### src/rtl/bmc_pkg.sv
package bmc_pkg;

  localparam int SLOTS     = 32;
  localparam int PRE_SLOTS = 4;
  localparam int BLOCK_LEN = 192;
  localparam int FRM_W     = 8;
  localparam int WORD_W    = 24;

  typedef enum logic [1:0] {
    PRE_BLOCK = 2'd0,
    PRE_LEFT  = 2'd1,
    PRE_RIGHT = 2'd2
  } pre_kind_e;

  // level pattern for a zero previous level, first half-cell in bit 7
  function automatic logic [7:0] pre_pattern(input pre_kind_e kind);
    case (kind)
      PRE_BLOCK: pre_pattern = 8'b1110_1000;
      PRE_LEFT:  pre_pattern = 8'b1110_0010;
      default:   pre_pattern = 8'b1110_0100;
    endcase
  endfunction

endpackage

### src/rtl/bmc_slot_seq.sv
module bmc_slot_seq
  import bmc_pkg::*;
(
  input  logic             clk,
  input  logic             rst_n,
  input  logic             adv,
  output logic             half,
  output logic [4:0]       slot,
  output logic             chan,
  output logic [FRM_W-1:0] frame,
  output logic             frame_start
);

  logic             half_n;
  logic [4:0]       slot_n;
  logic             chan_n;
  logic [FRM_W-1:0] frame_n;
  logic             last_half;

  assign last_half   = half && (slot == 5'(SLOTS - 1));
  assign frame_start = adv && !half && (slot == 5'd0) && !chan;

  always_comb begin
    half_n  = half;
    slot_n  = slot;
    chan_n  = chan;
    frame_n = frame;
    if (adv) begin
      half_n = ~half;
      if (half) begin
        slot_n = slot + 5'd1;
        if (last_half) begin
          chan_n = ~chan;
          if (chan) begin
            frame_n = (frame == FRM_W'(BLOCK_LEN - 1)) ? '0 : frame + 1'b1;
          end
        end
      end
    end
  end

  always_ff @(posedge clk or negedge rst_n) begin
    if (!rst_n) begin
      half  <= 1'b0;
      slot  <= '0;
      chan  <= 1'b0;
      frame <= '0;
    end else begin
      half  <= half_n;
      slot  <= slot_n;
      chan  <= chan_n;
      frame <= frame_n;
    end
  end


  frame_wrap_chk: assert property (@(posedge clk) disable iff (!rst_n)
    (adv && last_half && chan && frame == FRM_W'(BLOCK_LEN - 1)) |=> (frame == '0));


  chan_alt_chk: assert property (@(posedge clk) disable iff (!rst_n)
    (adv && last_half) |=> (chan != $past(chan)));

endmodule

### src/rtl/bmc_sample_hold.sv
module bmc_sample_hold #(
  parameter int SAMPLE_W = 24
) (
  input  logic                clk,
  input  logic                rst_n,
  input  logic                load,
  input  logic                in_valid,
  output logic                in_ready,
  input  logic [SAMPLE_W-1:0] in_left,
  input  logic [SAMPLE_W-1:0] in_right,
  output logic [SAMPLE_W-1:0] act_left,
  output logic [SAMPLE_W-1:0] act_right
);

  logic                hold_full, hold_full_n;
  logic [SAMPLE_W-1:0] hold_l, hold_l_n, hold_r, hold_r_n;
  logic [SAMPLE_W-1:0] act_l_n, act_r_n;
  logic                take;

  assign in_ready = !hold_full;
  assign take     = in_valid && in_ready;

  always_comb begin
    hold_full_n = hold_full;
    hold_l_n    = hold_l;
    hold_r_n    = hold_r;
    act_l_n     = act_left;
    act_r_n     = act_right;
    if (load && hold_full) begin
      act_l_n     = hold_l;
      act_r_n     = hold_r;
      hold_full_n = 1'b0;
    end
    if (take) begin
      hold_l_n    = in_left;
      hold_r_n    = in_right;
      hold_full_n = 1'b1;
    end
  end

  always_ff @(posedge clk or negedge rst_n) begin
    if (!rst_n) begin
      hold_full <= 1'b0;
      hold_l    <= '0;
      hold_r    <= '0;
      act_left  <= '0;
      act_right <= '0;
    end else begin
      hold_full <= hold_full_n;
      hold_l    <= hold_l_n;
      hold_r    <= hold_r_n;
      act_left  <= act_l_n;
      act_right <= act_r_n;
    end
  end


  accept_busy_chk: assert property (@(posedge clk) disable iff (!rst_n)
    (in_valid && in_ready) |=> !in_ready);


  hold_keep_chk: assert property (@(posedge clk) disable iff (!rst_n)
    (!in_ready && !load) |=> ($stable(hold_l) && $stable(hold_r)));


  act_keep_chk: assert property (@(posedge clk) disable iff (!rst_n)
    (!load) |=> ($stable(act_left) && $stable(act_right)));

endmodule

### src/rtl/bmc_subframe_word.sv
module bmc_subframe_word
  import bmc_pkg::*;
#(
  parameter int SAMPLE_W = 24,
  parameter int CS_W     = 32
) (
  input  logic [4:0]          slot,
  input  logic                chan,
  input  logic [FRM_W-1:0]    frame,
  input  logic [SAMPLE_W-1:0] act_left,
  input  logic [SAMPLE_W-1:0] act_right,
  input  logic                flag_user,
  input  logic                flag_valid,
  input  logic [CS_W-1:0]     cs_word,
  output logic                slot_bit
);

  localparam int PAD = WORD_W - SAMPLE_W;

  logic [WORD_W-1:0]    aligned;
  logic [BLOCK_LEN-1:0] cs_full;
  logic                 cs_bit;
  logic [SLOTS-1:0]     word;

  generate
    if (PAD > 0) begin : g_pad
      always_comb aligned = {(chan ? act_right : act_left), {PAD{1'b0}}};
    end else begin : g_nopad
      always_comb aligned = chan ? act_right : act_left;
    end
  endgenerate

  assign cs_full = BLOCK_LEN'(cs_word);
  assign cs_bit  = cs_full[frame];

  always_comb begin
    word         = '0;
    word[27:4]   = aligned;
    word[28]     = flag_valid;
    word[29]     = flag_user;
    word[30]     = cs_bit;
    word[31]     = ^word[30:4];
    slot_bit     = word[slot];
  end

endmodule

### src/rtl/bmc_line_enc.sv
module bmc_line_enc
  import bmc_pkg::*;
(
  input  logic      clk,
  input  logic      rst_n,
  input  logic      tick,
  input  logic      half,
  input  logic [4:0] slot,
  input  pre_kind_e kind,
  input  logic      data_bit,
  output logic      line
);

  logic       line_n;
  logic       pol_q, pol_n, pol_use;
  logic [7:0] pat;
  logic [2:0] idx;
  logic       in_pre;

  assign pat    = pre_pattern(kind);
  assign idx    = {slot[1:0], half};
  assign in_pre = (slot < 5'(PRE_SLOTS));

  always_comb begin
    line_n  = line;
    pol_n   = pol_q;
    pol_use = (slot == 5'd0 && !half) ? line : pol_q;
    if (tick) begin
      if (in_pre) begin
        pol_n  = pol_use;
        line_n = pat[3'd7 - idx] ^ pol_use;
      end else if (!half) begin
        line_n = ~line;
      end else begin
        line_n = line ^ data_bit;
      end
    end
  end

  always_ff @(posedge clk or negedge rst_n) begin
    if (!rst_n) begin
      line  <= 1'b0;
      pol_q <= 1'b0;
    end else begin
      line  <= line_n;
      pol_q <= pol_n;
    end
  end


  cell_edge_chk: assert property (@(posedge clk) disable iff (!rst_n)
    (tick && !in_pre && !half) |=> (line != $past(line)));


  idle_line_chk: assert property (@(posedge clk) disable iff (!rst_n)
    (!tick) |=> $stable(line));


  pre_end_chk: assert property (@(posedge clk) disable iff (!rst_n)
    (tick && slot == 5'd3 && half) |=> (line == pol_q));


  sub_end_chk: assert property (@(posedge clk) disable iff (!rst_n)
    (tick && slot == 5'(SLOTS - 1) && half) |=> (line == pol_q));

endmodule

### src/rtl/bmc_frame_tx.sv
module bmc_frame_tx
  import bmc_pkg::*;
#(
  parameter int SAMPLE_W = 24,
  parameter int CS_W     = 32
) (
  input  logic                clk,
  input  logic                rst_n,
  input  logic                line_tick,
  input  logic                cfg_user,
  input  logic                cfg_valid,
  input  logic [CS_W-1:0]     cs_word,
  input  logic                pcm_valid,
  output logic                pcm_ready,
  input  logic [SAMPLE_W-1:0] pcm_left,
  input  logic [SAMPLE_W-1:0] pcm_right,
  output logic                line_out
);

  logic [1:0]          rst_sync;
  logic                rst_core_n;
  logic                half, chan, frame_start, slot_bit;
  logic [4:0]          slot;
  logic [FRM_W-1:0]    frame;
  logic [SAMPLE_W-1:0] act_l, act_r;
  pre_kind_e           kind;

  always_ff @(posedge clk or negedge rst_n) begin
    if (!rst_n) rst_sync <= 2'b00;
    else        rst_sync <= {rst_sync[0], 1'b1};
  end
  assign rst_core_n = rst_sync[1];

  bmc_slot_seq u_seq (
    .clk(clk), .rst_n(rst_core_n), .adv(line_tick),
    .half(half), .slot(slot), .chan(chan), .frame(frame),
    .frame_start(frame_start)
  );

  bmc_sample_hold #(.SAMPLE_W(SAMPLE_W)) u_hold (
    .clk(clk), .rst_n(rst_core_n), .load(frame_start),
    .in_valid(pcm_valid), .in_ready(pcm_ready),
    .in_left(pcm_left), .in_right(pcm_right),
    .act_left(act_l), .act_right(act_r)
  );

  bmc_subframe_word #(.SAMPLE_W(SAMPLE_W), .CS_W(CS_W)) u_word (
    .slot(slot), .chan(chan), .frame(frame),
    .act_left(act_l), .act_right(act_r),
    .flag_user(cfg_user), .flag_valid(cfg_valid),
    .cs_word(cs_word), .slot_bit(slot_bit)
  );

  always_comb begin
    if (chan)              kind = PRE_RIGHT;
    else if (frame == '0)  kind = PRE_BLOCK;
    else                   kind = PRE_LEFT;
  end

  bmc_line_enc u_enc (
    .clk(clk), .rst_n(rst_core_n), .tick(line_tick),
    .half(half), .slot(slot), .kind(kind),
    .data_bit(slot_bit), .line(line_out)
  );

endmodule

### config.mk
export PLATFORM = sky130hd
export DESIGN_NAME = bmc_frame_tx
export DESIGN_NICKNAME = d
export VERILOG_FILES = /design/src/rtl/bmc_pkg.sv /design/src/rtl/bmc_slot_seq.sv /design/src/rtl/bmc_sample_hold.sv /design/src/rtl/bmc_subframe_word.sv /design/src/rtl/bmc_line_enc.sv /design/src/rtl/bmc_frame_tx.sv
export SDC_FILE = /design/constraint.sdc
export NUM_CORES = 1
export LEC_CHECK = 0
export ABC_AREA = 1
export BUFFER_PORTS_ARGS = -buffer_cell sky130_fd_sc_hd__buf_2
export CAP_MARGIN = 40
export CELL_PAD_IN_SITES_DETAIL_PLACEMENT = 1
export CELL_PAD_IN_SITES_GLOBAL_PLACEMENT = 2
export CORE_MARGIN = 5
export CORE_UTILIZATION = 38
export CTS_BUF_LIST = sky130_fd_sc_hd__clkbuf_4
export DETAILED_ROUTE_END_ITERATION = 16
export GPL_TIMING_DRIVEN = 1
export PLACE_DENSITY = 0.9
export SETUP_SLACK_MARGIN = 0.15
export SLEW_MARGIN = 25
export SYNTH_ARGS = -nofsm -noshare
export SYNTH_HDL_FRONTEND = slang
export SYNTH_SLANG_ARGS = --single-unit
### constraint.sdc
create_clock -name clk -period 10.75 [get_ports clk]
set_input_delay 0.5375 -clock clk [delete_from_list [all_inputs] [get_ports clk]]
set_output_delay 0.5375 -clock clk [all_outputs]
set_load 0.1 [all_outputs]
# Yosys cells after proc, flatten, opt, wreduce, memory -nomap -nowiden
# Cells that the tools add are included.
dict set report classes {
  add_sub_neg 3
  magnitude_cmp 4
  eq_ne 3
  mux 16
  bitwise 5
  reduce_logical 19
}
# op count
set op_table {}
lappend op_table {{$reduce_xor 27->1} 1}
lappend op_table {{$mux 24} 1}
lappend op_table {{$lt 8x9->1 const B} 1}
lappend op_table {{$mux 1} 9}
lappend op_table {{$add 8x1->8 const B} 1}
lappend op_table {{$bmux 1 s8} 1}
lappend op_table {{$eq 8x8->1 const B} 1}
lappend op_table {{$logic_not 8->1} 1}
lappend op_table {{$mux 8} 1}
lappend op_table {{$pmux 4 s2} 1}
lappend op_table {{$logic_and 1x1->1} 7}
lappend op_table {{$lt 5x6->1 const B} 1}
lappend op_table {{$add 5x1->5 const B} 1}
lappend op_table {{$bmux 1 s5} 1}
lappend op_table {{$eq 5x5->1 const B} 1}
lappend op_table {{$logic_not 5->1} 1}
lappend op_table {{$lt 5x3->1 const B} 1}
lappend op_table {{$lt 3x4->1 const B} 1}
lappend op_table {{$reduce_and 2->1} 2}
lappend op_table {{$reduce_and 4->1} 1}
lappend op_table {{$bmux 1 s3} 1}
lappend op_table {{$logic_not 1->1} 3}
lappend op_table {{$not 1->1} 3}
lappend op_table {{$reduce_and 3->1} 1}
lappend op_table {{6 further kinds} 7}
dict set report totals {
  register_bits 116
  output_inout_bits 2
}

# Logic depth before layout (Yosys ltp)
dict set report logic_depth {
  ltp_word 9
  mapped_depth 28
  depth_no_buf 26
}

# Cells and area by module
# A second synthesis with hierarchy kept.
dict set report hier_totals {
  hier_cells 976
  area_unflattened_um2 6618.8
}
# module n_inst cells_each area_per_inst_um2
set modules_own_cells {}
lappend modules_own_cells {bmc_sample_hold 1 420 3792.4}
lappend modules_own_cells {bmc_subframe_word 1 417 1725.4}
lappend modules_own_cells {bmc_slot_seq 1 88 787.0}
lappend modules_own_cells {bmc_line_enc 1 40 230.2}
lappend modules_own_cells {bmc_frame_tx 1 11 83.8}

# Least setup slack after synthesis
# OpenSTA, ideal clock, no wires.
dict set report synth_path {
  path_type {register to register}
  from {register u_hold.hold_full}
  to {register u_hold.hold_full}
  arrival_time_ps 1976
  t_required_ps 10586
  path_slack_ps 8610
  stages_incl_launch_ff 6
  path_buffers 2
  synth_period_minus_slack_ps 2140
  path_cell_list {dfrtp_1 > inv_1 > nor4_2 > clkbuf_1 > clkbuf_1 > o21ai_0}
}
dict set report synth_via {
  elab_chain_len 3
}
# element line_no
set synth_rtl {}
lappend synth_rtl {{from (decl)} bmc_sample_hold.sv:15} ;# logic hold_full, hold_full_n;
lappend synth_rtl {{from (signal assigned)} bmc_sample_hold.sv:49} ;# hold_full <= hold_full_n;
lappend synth_rtl {{$logic_not 1->1 (*)} bmc_sample_hold.sv:20} ;# assign in_ready = !hold_full;
lappend synth_rtl {{net pcm_ready} bmc_frame_tx.sv:14} ;# output logic pcm_ready,
lappend synth_rtl {{$logic_and 1x1->1 (*)} bmc_sample_hold.sv:21} ;# assign take = in_valid && in_ready;
lappend synth_rtl {{$mux 1 or $reduce_bool 2->1 (tied branches)} -}
# The timed path passes the listed nets; every way through them passes the cells marked *.
# A chain may end at the register's enable or synchronous reset.

# Worst setup path after layout
dict set report layout_path {
  from {register u_seq.chan}
  to {register u_enc.line}
}
dict set report layout_via {
  elab_chain_len 7
}
# element line_no
set layout_rtl {}
lappend layout_rtl {{from (decl)} bmc_slot_seq.sv:9} ;# output logic chan,
lappend layout_rtl {{from (signal assigned)} bmc_slot_seq.sv:51} ;# chan <= chan_n;
lappend layout_rtl {{$mux 24 or $mux 2 (tied branches)} {bmc_subframe_word.sv:29, bmc_frame_tx.sv:55}}
lappend layout_rtl {{$reduce_xor 27->1, or another cell as far along} bmc_subframe_word.sv:42} ;# word[31] = ^word[30:4];
lappend layout_rtl {{$bmux 1 s5 or $pmux 4 s2 (tied branches)} {bmc_subframe_word.sv:43, bmc_pkg.sv:17}}
lappend layout_rtl {{$mux 1 (not written as such) or $bmux 1 s3 (tied branches)} {bmc_subframe_word.sv:43, bmc_line_enc.sv:31}}
lappend layout_rtl {{$xor 1x1->1 or $mux 1 (tied branches)} {bmc_line_enc.sv:35, bmc_line_enc.sv:31}}
lappend layout_rtl {{$mux 1 or $xor 1x1->1 (tied branches)} {bmc_line_enc.sv:32, bmc_line_enc.sv:31}}
lappend layout_rtl {{$mux 1 (*)} bmc_line_enc.sv:29} ;# if (in_pre) begin
lappend layout_rtl {{to (signal assigned)} bmc_line_enc.sv:45} ;# line <= line_n;
lappend layout_rtl {{to (decl)} bmc_line_enc.sv:11} ;# output logic line
# Mark *: on every way between the ends. The rest lies on a longest branch, timed or not. The select of a mux whose other input is x is not followed.

==> results by group <==
Timing
  • Setup violations, final: 0
  • Final Hold Vio Count: 0
  • Final Skew: 0.00840 ns
  • Setup_tns: 0 ns
  • RSZ-0062 raised after global routing: false
  • Slew Viols, Final: 0
  • Worst slew pin tran: 0.687 ns
  • Fin crit share: 26.3%
  • Final Critical Period: between 2 and 3 ns
  • Fmax: 354 MHz
  • Final hold slack: 0.226 ns
  • Final worst slack: between 7 and 8 ns
  • Rel. slew slack: 54.2%

Critical path
  • Crit-path max cell delay: ~0.75 ns
  • R2R Setup Slk: between 7 and 8 ns
  • CP Data Arrival Time: approximately 3.3 ns
  • Critical R2R Launch: u_seq.chan
  • Crit path launch type: flip-flop
  • Capturing point of the worst reg2reg path: u_enc.line
  • Top delay family on crit path: simple AND/OR/NAND/NOR gates
  • Critical path, cell by cell: buf_16, nand2_1, o21ai_1, nand2_1, nand2_1, nand2_2, nand2_2, nand2_1, nand2_1, nand2_1, nand2_1, nand2_1, nand2_1, nand2_1, nand2_1, nand3_1, nand2_1, nand2_1, nand2_1, nand2_1, nand2_1, a21oi_1, nor2_1, nor2_1
  • Most used cell, CP: nand2_1
  • Reg2reg path depth: 24
  • Worst Path Required: 11.17 ns
  • Crit path buf inv count: 1
  • CP max FO: 36
  • Crit end category: flip-flop
  • Slowest CP cell: dfrtp_2
  • Critical path class: flip-flop to flip-flop

Global routing
  • Initial antenna violation count: 0
  • Largest net degree at the start of global routing: between 60 and 70
  • First-pass GRT wire length: between 20 and 30 mm
  • Total grt overflow: 0
  • Gr usage total: 17.6%
  • Vias in the first global route: ~5,800

Yosys
  • EDFF count, synth: 0
  • Biggest area consumer among synthesized cells: dfrtp_1
  • Yosys synthesis warning count: 0
  • Most used DFF post-synth: dfrtp_1
  • Yosys cell types: 31
  • Syn avg cell area: 7.93 um^2
  • Most frequent cell after synthesis: nand2_1
  • Sequential share of the synthesized area: a little under half
  • Syn_nets: 869
  • Mapped Area: 0.00617 mm^2
  • FFs w/ async S/R, synth: 100%
  • Synthesized flop and latch total: approximately 120
  • Synth top area share: a little under half
  • Top area cells in the synthesized netlist: dfrtp_1 47%, nand2_1 17%, mux2_2 8.0%
  • Most frequent cells after synthesis: 283 x nand2_1, 116 x dfrtp_1, 84 x inv_1
  • Post-synthesis cell count: approximately 780

Place
  • DP Wirelength: 11.6 mm
  • Routability cong.: 0.784
  • IO buf count: 87
  • Post-Place Worst Slack: 7.92 ns

Cells and area
  • Area Growth Syn to Fin: 13.7%
  • Nets: 950
  • Ant. Diodes: 0
  • Finished Core Util: roughly 44%
  • Fraction of layout cells with a size suffix above 1: 20.2%

Detailed routing
  • DR pass1 iterations: 4
  • Starting DRT DRC Count: 154
  • DR vias/cell: roughly 4.9
  • Mean routed wirelength per cell: approximately 14 um
  • Total wire length: 15.5 mm
  • Antenna-violating nets left: 0
  • Via count: 5,304
  • DRC viols: 0

Clock tree
  • Post-CTS setup buffers: 0
  • Clock transition at the registers of the reported paths: approximately 0.10 ns
  • Clock sinks: 116
  • Post-CTS Resized: 0
  • Maximum root-to-sink buffer count: 2
  • CTS tree: yes
  • CTS buffer count: 17
  • Hold_buf cts: 1
  • Clock root buffer: clkbuf_4
  • Number of H-tree levels: 4
  • Clk_lat worst skew: 0.53 ns

Floorplan
  • Num rows: 46
  • Die H: 137 um
  • Core area: 0.0159 mm^2
  • Initial Util: about two fifths
  • Die width: 137 um
  • Die area: 0.0189 mm^2
  • Boundary Pins: 88

Power and ir drop
  • PwrDens: 260 mW/mm^2
  • Lkg Pwr: 0.00357 uW
  • Peak VDD IR: 0.118 mV
  • Power, Total: 1820 uW

Run
  • Max-cap violations: 0

Status
  • Status: finished clean

Min path
  • HP Class: flip-flop to asynchronous set/reset pin
==> final cells by class <==
type	count	area (um^2)
Clock buffer	18	135
Clock inverter	14	95.1
Fill cell	2011	8870
Inverter	85	324
Multi-Input combinational cell	545	2760
Sequential cell	116	2910
Tap cell	216	270
Timing Repair Buffer	94	523
==> state kept, by name, indices dropped and copies added, names as in the netlist <==
register and flops:
u_hold.act_left 24, u_hold.act_right 24, u_hold.hold_l 24, u_hold.hold_r 24
u_seq.frame 8, u_seq.slot 5, rst_sync 2, u_enc.line 1
u_enc.pol_q 1, u_hold.hold_full 1, u_seq.chan 1, u_seq.half 1
==> cells by family after synthesis <==
group | count (synthesis) | synth area share (%)
AND/OR/NAND/NOR | 359 | 22.9
AO/OA/AOI/OAI | 131 | 11.8
buffers and inverters | 117 | 8.41
flip-flops | 116 | 47.0
multiplexers | 44 | 8.03
adder cells (fa/ha/maj) | 5 | 1.01
XOR/XNOR | 5 | 0.709
other | 1 | 0.0607
==> per-stage QoR <==
stage                     instance area (um^2)  cells
after global placement                    6730   1053
after floorplan                           6170    778
after CTS                                 7000   1087
final                                     7020   1088
after detailed placement                  6760   1054
after global routing                      7020   1088
==> layer usage <==
layer  global-route usage (%)  part of all wire (%)
met1                     21.4                    45
met2                     31.3                    49
met3                     4.31                   4.8
met4                     4.43                  0.77
met5                        0                     0
==> how the worst max path moves through the flow <==
| stage | start | end | slack (ns) | depth (start not counted) |
|---|---|---|---|---|
| floorplan | rst_sync[1] | u_enc.line | 7.28 | 0 |
| global placement | u_seq.chan | u_enc.line | 7.74 | 23 |
| detailed placement | u_seq.chan | u_enc.line | 7.92 | 24 |
| CTS | u_seq.chan | u_enc.line | 7.90 | 24 |
| global route | u_seq.chan | u_enc.line | 7.47 | 24 |
| finish | u_seq.chan | u_enc.line | 7.93 | 24 |
==> power by group <==
group	leakage, uW	internal (uW)	total (uW)	switching, uW
clock	0.000133	111	272	161
combinational	0.00208	317	811	494
sequential	0.00136	605	740	135
total	0.00357	1030	1820	791
==> layout by cell type, fill, tap and decap left out, types with 2 or more instances in the layout <==
master / synthesis / final
nand2_1: 283 / 282
dfrtp_1: 116 / 114
buf_2: 3 / 87
inv_1: 84 / 84
o21ai_0: 82 / 82
mux2_2: 44 / 44
nor2_1: 39 / 39
nand3_1: 23 / 23
clkbuf_4: 0 / 18
a21oi_1: 15 / 15
o21ai_1: 9 / 9
o221ai_1: 8 / 8
nand2_2: 6 / 7
clkinv_2: 0 / 6
xor2_1: 5 / 5
o211ai_1: 5 / 5
ha_1: 5 / 5
clkinv_1: 0 / 5
o22ai_1: 4 / 4
buf_4: 1 / 4
nor3_1: 3 / 3
o2111ai_1: 3 / 3
nand4_1: 2 / 2
o21a_1: 2 / 2
Note: power is estimated with default switching activity, not from simulation.
